### src/rtl/kscan_i2c_pkg.sv
package kscan_i2c_pkg;

    localparam int BYTE_W = 8;
    localparam int CNT_W  = $clog2(BYTE_W + 1);

    localparam logic [4:0]        ADDR_PREFIX = 5'b10110;
    localparam logic [BYTE_W-1:0] REG_CFG     = 8'h08;
    localparam logic [BYTE_W-1:0] REG_STAT    = 8'h10;
    localparam logic [BYTE_W-1:0] CFG_RESET   = 8'h10;

    typedef enum logic [2:0] {
        ST_IDLE,
        ST_ADDR,
        ST_CMD,
        ST_WDATA,
        ST_ACK,
        ST_READ,
        ST_MACK
    } bus_state_e;

    typedef struct packed {
        bus_state_e        state;
        bus_state_e        after;
        logic [CNT_W-1:0]  cnt;
        logic [BYTE_W-1:0] shreg;
        logic [BYTE_W-1:0] ptr;
        logic              oe;
        logic              pop;
        logic              wr_en;
        logic              nack;
    } proto_regs_t;

endpackage

### src/rtl/kscan_i2c_sync.sv
module kscan_i2c_sync #(
    parameter int WIDTH  = 2,
    parameter int STAGES = 2
) (
    input  logic             clk,
    input  logic             rst_n,
    input  logic [WIDTH-1:0] din,
    output logic [WIDTH-1:0] level,
    output logic [WIDTH-1:0] rise,
    output logic [WIDTH-1:0] fall
);

    localparam int TOP = STAGES - 1;

    logic [STAGES-1:0] pipe_q [WIDTH];
    logic [STAGES-1:0] pipe_d [WIDTH];
    logic [WIDTH-1:0]  prev_q;
    logic [WIDTH-1:0]  prev_d;

    for (genvar g = 0; g < WIDTH; g++) begin : g_line
        always_comb begin
            pipe_d[g] = {pipe_q[g][STAGES-2:0], din[g]};
            prev_d[g] = pipe_q[g][TOP];
            level[g]  = pipe_q[g][TOP];
            rise[g]   = pipe_q[g][TOP] & ~prev_q[g];
            fall[g]   = ~pipe_q[g][TOP] & prev_q[g];
        end

        always_ff @(posedge clk or negedge rst_n) begin
            if (!rst_n) begin
                pipe_q[g] <= '1;
                prev_q[g] <= 1'b1;
            end else begin
                pipe_q[g] <= pipe_d[g];
                prev_q[g] <= prev_d[g];
            end
        end
    end

endmodule

### src/rtl/kscan_i2c_regs.sv
module kscan_i2c_regs
    import kscan_i2c_pkg::*;
(
    input  logic              clk,
    input  logic              rst_n,
    input  logic              wr_en,
    input  logic [BYTE_W-1:0] ptr,
    input  logic [BYTE_W-1:0] wr_data,
    input  logic [BYTE_W-1:0] status_i,
    output logic [BYTE_W-1:0] rd_data,
    output logic [BYTE_W-1:0] cfg_o
);

    logic [BYTE_W-1:0] cfg_d, cfg_q;

    always_comb begin
        cfg_d = cfg_q;
        if (wr_en && ptr == REG_CFG) cfg_d = wr_data;
        unique case (ptr)
            REG_CFG:  rd_data = cfg_q;
            REG_STAT: rd_data = status_i;
            default:  rd_data = '0;
        endcase
    end

    always_ff @(posedge clk or negedge rst_n) begin
        if (!rst_n) cfg_q <= CFG_RESET;
        else        cfg_q <= cfg_d;
    end

    assign cfg_o = cfg_q;


    cfg_hold_chk: assert property (@(posedge clk) disable iff (!rst_n)
        !wr_en |=> $stable(cfg_q));

endmodule

### src/rtl/kscan_i2c_proto.sv
module kscan_i2c_proto
    import kscan_i2c_pkg::*;
(
    input  logic              clk,
    input  logic              rst_n,
    input  logic              bus_rst_n,
    input  logic [1:0]        dev_sel,
    input  logic              scl_h,
    input  logic              scl_rise,
    input  logic              scl_fall,
    input  logic              sda_h,
    input  logic              sda_rise,
    input  logic              sda_fall,
    input  logic [BYTE_W-1:0] rd_data,
    output logic              sda_oe,
    output logic              wr_en,
    output logic [BYTE_W-1:0] wr_data,
    output logic [BYTE_W-1:0] ptr,
    output logic              pop
);

    localparam logic [CNT_W-1:0] FULL = CNT_W'(BYTE_W);

    proto_regs_t q, d;
    logic        start_det, stop_det, addr_hit;

    assign start_det = sda_fall & scl_h;
    assign stop_det  = sda_rise & scl_h;
    assign addr_hit  = (q.shreg[BYTE_W-1:1] == {ADDR_PREFIX, dev_sel});

    always_comb begin
        d       = q;
        d.pop   = 1'b0;
        d.wr_en = 1'b0;
        if (!bus_rst_n || stop_det) begin
            d.state = ST_IDLE;
            d.oe    = 1'b0;
            d.cnt   = '0;
        end else if (start_det) begin
            d.state = ST_ADDR;
            d.oe    = 1'b0;
            d.cnt   = '0;
        end else begin
            unique case (q.state)
                ST_ADDR, ST_CMD, ST_WDATA: begin
                    if (scl_rise && q.cnt != FULL) begin
                        d.shreg = {q.shreg[BYTE_W-2:0], sda_h};
                        d.cnt   = q.cnt + 1'b1;
                    end else if (scl_fall && q.cnt == FULL) begin
                        d.cnt = '0;
                        d.oe  = 1'b1;
                        d.state = ST_ACK;
                        unique case (q.state)
                            ST_ADDR: begin
                                if (addr_hit) begin
                                    d.after = q.shreg[0] ? ST_READ : ST_CMD;
                                end else begin
                                    d.state = ST_IDLE;
                                    d.oe    = 1'b0;
                                end
                            end
                            ST_CMD: begin
                                d.ptr   = q.shreg;
                                d.after = ST_WDATA;
                            end
                            default: begin
                                d.wr_en = 1'b1;
                                d.after = ST_WDATA;
                            end
                        endcase
                    end
                end
                ST_ACK: begin
                    if (scl_fall) begin
                        d.state = q.after;
                        if (q.after == ST_READ) begin
                            d.shreg = rd_data;
                            d.oe    = ~rd_data[BYTE_W-1];
                            d.cnt   = CNT_W'(1);
                        end else begin
                            d.oe  = 1'b0;
                            d.cnt = '0;
                        end
                    end
                end
                ST_READ: begin
                    if (scl_fall) begin
                        if (q.cnt == FULL) begin
                            d.oe    = 1'b0;
                            d.state = ST_MACK;
                            d.pop   = (q.ptr == REG_STAT);
                        end else begin
                            d.shreg = {q.shreg[BYTE_W-2:0], 1'b0};
                            d.oe    = ~q.shreg[BYTE_W-2];
                            d.cnt   = q.cnt + 1'b1;
                        end
                    end
                end
                ST_MACK: begin
                    if (scl_rise) begin
                        d.nack = sda_h;
                    end else if (scl_fall) begin
                        if (q.nack) begin
                            d.state = ST_IDLE;
                        end else begin
                            d.state = ST_READ;
                            d.shreg = rd_data;
                            d.oe    = ~rd_data[BYTE_W-1];
                            d.cnt   = CNT_W'(1);
                        end
                    end
                end
                default: ;
            endcase
        end
    end

    always_ff @(posedge clk or negedge rst_n) begin
        if (!rst_n) begin
            q       <= '0;
            q.state <= ST_IDLE;
            q.after <= ST_IDLE;
        end else begin
            q <= d;
        end
    end

    assign sda_oe  = q.oe;
    assign wr_en   = q.wr_en;
    assign wr_data = q.shreg;
    assign ptr     = q.ptr;
    assign pop     = q.pop;


    oe_set_low_chk: assert property (@(posedge clk) disable iff (!rst_n)
        $rose(q.oe) |-> !scl_h);


    oe_clr_low_chk: assert property (@(posedge clk) disable iff (!rst_n)
        ($fell(q.oe) && $past(bus_rst_n)) |-> !scl_h);


    pop_single_chk: assert property (@(posedge clk) disable iff (!rst_n)
        q.pop |=> !q.pop);


    pop_stat_chk: assert property (@(posedge clk) disable iff (!rst_n)
        q.pop |-> (q.state == ST_MACK && q.ptr == REG_STAT));


    bus_abort_chk: assert property (@(posedge clk) disable iff (!rst_n)
        !bus_rst_n |=> (!q.oe && q.state == ST_IDLE));

endmodule

### src/rtl/kscan_i2c_target.sv
module kscan_i2c_target
    import kscan_i2c_pkg::*;
#(
    parameter int SYNC_STAGES = 2
) (
    input  logic              clk,
    input  logic              rst_n,
    input  logic              bus_rst_n,
    input  logic [1:0]        dev_sel,
    input  logic              scl_i,
    input  logic              sda_i,
    output logic              sda_oe_o,
    input  logic [BYTE_W-1:0] status_i,
    output logic              pop_o,
    output logic [BYTE_W-1:0] cfg_o
);

    logic [1:0]        lvl, rse, fll;
    logic              wr_en;
    logic [BYTE_W-1:0] wr_data, ptr, rd_data;

    kscan_i2c_sync #(.WIDTH(2), .STAGES(SYNC_STAGES)) u_sync (
        .clk   (clk),
        .rst_n (rst_n),
        .din   ({scl_i, sda_i}),
        .level (lvl),
        .rise  (rse),
        .fall  (fll)
    );

    kscan_i2c_proto u_proto (
        .clk       (clk),
        .rst_n     (rst_n),
        .bus_rst_n (bus_rst_n),
        .dev_sel   (dev_sel),
        .scl_h     (lvl[1]),
        .scl_rise  (rse[1]),
        .scl_fall  (fll[1]),
        .sda_h     (lvl[0]),
        .sda_rise  (rse[0]),
        .sda_fall  (fll[0]),
        .rd_data   (rd_data),
        .sda_oe    (sda_oe_o),
        .wr_en     (wr_en),
        .wr_data   (wr_data),
        .ptr       (ptr),
        .pop       (pop_o)
    );

    kscan_i2c_regs u_regs (
        .clk      (clk),
        .rst_n    (rst_n),
        .wr_en    (wr_en),
        .ptr      (ptr),
        .wr_data  (wr_data),
        .status_i (status_i),
        .rd_data  (rd_data),
        .cfg_o    (cfg_o)
    );

endmodule

### config.mk
export PLATFORM = sky130hd
export DESIGN_NAME = kscan_i2c_target
export DESIGN_NICKNAME = d
export VERILOG_FILES = /design/src/rtl/kscan_i2c_pkg.sv /design/src/rtl/kscan_i2c_sync.sv /design/src/rtl/kscan_i2c_regs.sv /design/src/rtl/kscan_i2c_proto.sv /design/src/rtl/kscan_i2c_target.sv
export SDC_FILE = /design/constraint.sdc
export NUM_CORES = 1
export LEC_CHECK = 0
export ABC_AREA = 0
export BUFFER_PORTS_ARGS = -buffer_cell sky130_fd_sc_hd__clkbuf_2
export CORE_MARGIN = 1
export CORE_UTILIZATION = 60
export DETAILED_ROUTE_END_ITERATION = 8
export PLACE_DENSITY_LB_ADDON = 0.2
export SLEW_MARGIN = 20
export SYNTH_ARGS = -nofsm -noshare
export SYNTH_HDL_FRONTEND = slang
export SYNTH_SLANG_ARGS = --single-unit
### constraint.sdc
create_clock -name clk -period 4.4 [get_ports clk]
set_clock_uncertainty 0.05 [all_clocks]
set_input_delay 0.44 -clock clk [delete_from_list [all_inputs] [get_ports clk]]
set_output_delay 0.44 -clock clk [all_outputs]
set_load 0.02 [all_outputs]
==> results.toml <==
[run_status]
run_status = "finished, final reports clean"

[logic_synthesis]
synth_nets = 229
netlist_area_um2 = 2280
synth-edff-count = 0
yosysUniqueCellTypes = 48
yosys.area.top_type_share_pct = 40.6
synth-seq-area-share_pct = 48.6
ys_ff_latch = 44
async_flop_share_pct = 100
ys_top_cells_by_count = "dfrtp_1, mux2_2, nand2_1, a22oi_1, nor2_1"
synthTopCellsByArea = "dfrtp_1, mux2_2, dfstp_2"
synthCells = 212
yosysTopAreaCell = "dfrtp_1"
synth_flop_cell = "dfrtp_1"
yosysWarnings = 0
avgSynthCellArea_um2 = 10.8
yosysMostFrequentCell = "dfrtp_1"

[timing]
period_share_pct = 54.0
slew-limit-headroom_pct = 36.2
finalHoldViolations = 0
finalMaxSlewViolations = 0
rsz0062_at_grt = "no"
period_needed_ns = 2.38
worst_hold_slack_ns = 0.173
tightest_slew_ns = 0.957
setup_viol = 0
tns_ns = 0
max_freq_mhz = 421

[route]
dr.pass1.iters = 4
drcViolationCount = 0
viasPerCell = 6.09
wire_per_inst_um = 17.7
drt_wl_total_um = 5000
vias = 1724
ant_nets = 0
drt_iter0_markers = 105

[critical_path]
critPathMaxFanout = 11
cp_num_buf_inv = 1
startpoint_type = "flop"
slowest_delay_ns = 0.44
critical_path.slowest_cell = "dfrtp_1"
reg2regPathDepth = 7
r2r_setup_slack_ns = 2.02
r2r-end = "u_proto.ptr[4]"
required_ns = 4.53
crit_family = "simple AND/OR/NAND/NOR gates"
critPathKind = "reg2reg"
arrival_ns = 2.50
worstReg2RegStart = "u_proto.q[20]"
path_cells = "inv_1 -> ha_1 -> and3b_1 -> nand4_1 -> nand2b_1 -> nor2_2 -> mux2_2"
end_kind = "flop"
crit_cells = 7

[clocking]
cts_buffer_depth = 2
path_clk_slew_ns = 0.08
clk_latency_ns = 0.29
post_cts_buffers = 0
htree_levels = 2
hold_buffers = 0
cts_tree = "built"
cts_resized = 0
cts_buffers = 5
ctsRootBufferMaster = "clkbuf_8"
clock_sinks = 44

[global_routing]
grt.total_usage_pct = 27.2
grt_pass1_vias = 1719
grt_pass1_wl_um = 8250
grt_max_degree = 45
grt_overflow_total = 0
grt_antenna_before_repair = 0

[finish]
final_net_count = 251
drive_gt1_share_pct = 28.9
areaGrowthSynthToFinish_pct = 10.5
diodes = 0
nFillCells = 281

[power]
switching_share_pct = 21.7
p_int_w = 0.000597
seq_power_share_pct = 55.0
finalPower_w = 0.000763
power_leakage_nw = 1.16
power_density_nw_per_um2 = 303
netSwitchingPower_w = 0.000165
ir_worst_vdd_mv = 0.224
clkPwrFrac_pct = 39.7
pwr-share-comb_pct = 5.3

[die]
die_area_um2 = 4050
initial_core_util_pct = 62.3
core_um2 = 3660
ios = 25
die_x_um = 63.7
die_h_um = 63.7
core.rowCount = 22

[flow_run]
maxCapViolCount = 0

[worst_hold_path]
min_to = "u_sync.pipe_d[1]"
holdPathStages = 1
min_path_type = "in2reg"
min_from = "scl_i"

[place]
io_buffers = 24
gp_congestion = 0.855
hpwl_um = 3550
[power groups by stage]
stage          Sequential, W  Clock [W]  Combinational, W
6_report            0.000420   0.000303         0.0000405
5_1_grt             0.000421   0.000316         0.0000457
4_1_cts             0.000420   0.000308         0.0000409
3_5_place_dp        0.000427          0         0.0000407
3_3_place_gp        0.000427          0         0.0000394
2_1_floorplan       0.000425          0         0.0000219
[state kept, by name, summed over array words and instances (netlist names)]
register and cells:
u_regs.cfg_o 8, u_proto.wr_en 1, u_proto.sda_oe 1, u_proto.ptr 8, u_proto.wr_data 8, u_proto.q 11, u_proto.pop 1, u_sync.pipe_d 2
u_sync.prev_q 2, u_sync.level 2
[logic make-up after synthesis]
family,count (synthesis),synth area share [%]
muxes,30,14.6
buffers and inverters,16,3.24
xor gates and xnor gates,3,1.15
adders and majority gates,2,1.10
DFF,44,48.6
AOI/OAI and AO/OA,51,15.5
and+or+nand+nor,66,15.7
[how the worst max path moves through the flow]
stage                  startpoint                 end  slack [ns]
global placement    u_proto.q[27]       u_proto.q[21]        2.14
detailed placement  u_proto.q[20]      u_proto.ptr[6]        2.05
floorplan           u_proto.q[20]  u_proto.wr_data[0]        2.36
global route        u_proto.q[20]      u_proto.ptr[6]        1.87
finish              u_proto.q[20]      u_proto.ptr[4]        2.02
CTS                 u_proto.q[20]      u_proto.ptr[6]        2.03
[final cells by class]
class / instances / area [um2] / share of cell area, %
clock buffers: 7 / 76.3 / 3.03
clock inverters: 1 / 30.0 / 1.19
inverters: 7 / 26.3 / 1.04
multi-input cells: 152 / 1100 / 43.6
flip-flops and latches: 44 / 1110 / 44.0
well taps: 48 / 60.1 / 2.38
repair buffers: 24 / 120 / 4.76
[stage by stage]
| stage | util, % | setup slack, ns | cell area (um2) | instances |
|---|---|---|---|---|
| 2_1_floorplan | - | 2.36 | 2280 | 212 |
| 3_3_place_gp | 66.0 | 2.14 | 2410 | 275 |
| 3_5_place_dp | 66.0 | 2.05 | 2410 | 275 |
| 4_1_cts | 68.9 | 2.03 | 2520 | 283 |
| 5_1_grt | 68.9 | 1.87 | 2520 | 283 |
| 6_report | 68.9 | 2.02 | 2520 | 283 |
[metal layers]
layer | global-route usage (%) | vias up | share of wire [%]
met5 | 0 | - | 0
met4 | 9.38 | 0 | 1.5
met3 | 4.89 | 11 | 3.8
met2 | 47.1 | 40 | 52
met1 | 33.9 | 858 | 43
li1 | - | 815 | -
[placed cells by master, fill, tap and decap left out, types with 2 or more instances in the layout]
cell,Yosys,final
ha_1,2,2
nand2_1,21,21
o21bai_1,3,3
a21boi_0,2,2
mux2_2,27,27
nand4_1,4,4
clkbuf_1,5,2
dfstp_2,7,7
mux2i_1,3,3
o21ai_0,8,8
nor3_1,5,5
inv_1,7,7
and3b_1,2,2
dfrtp_1,37,37
a22oi_1,9,9
o31ai_1,8,8
clkbuf_8,0,5
nor3b_1,2,2
nor2b_1,8,8
clkbuf_2,0,23
nand3_1,2,2
nand2b_1,5,5
a21oi_1,8,8
nor2_1,9,9
xnor2_1,2,2
Power figures use the tool's default switching activity.
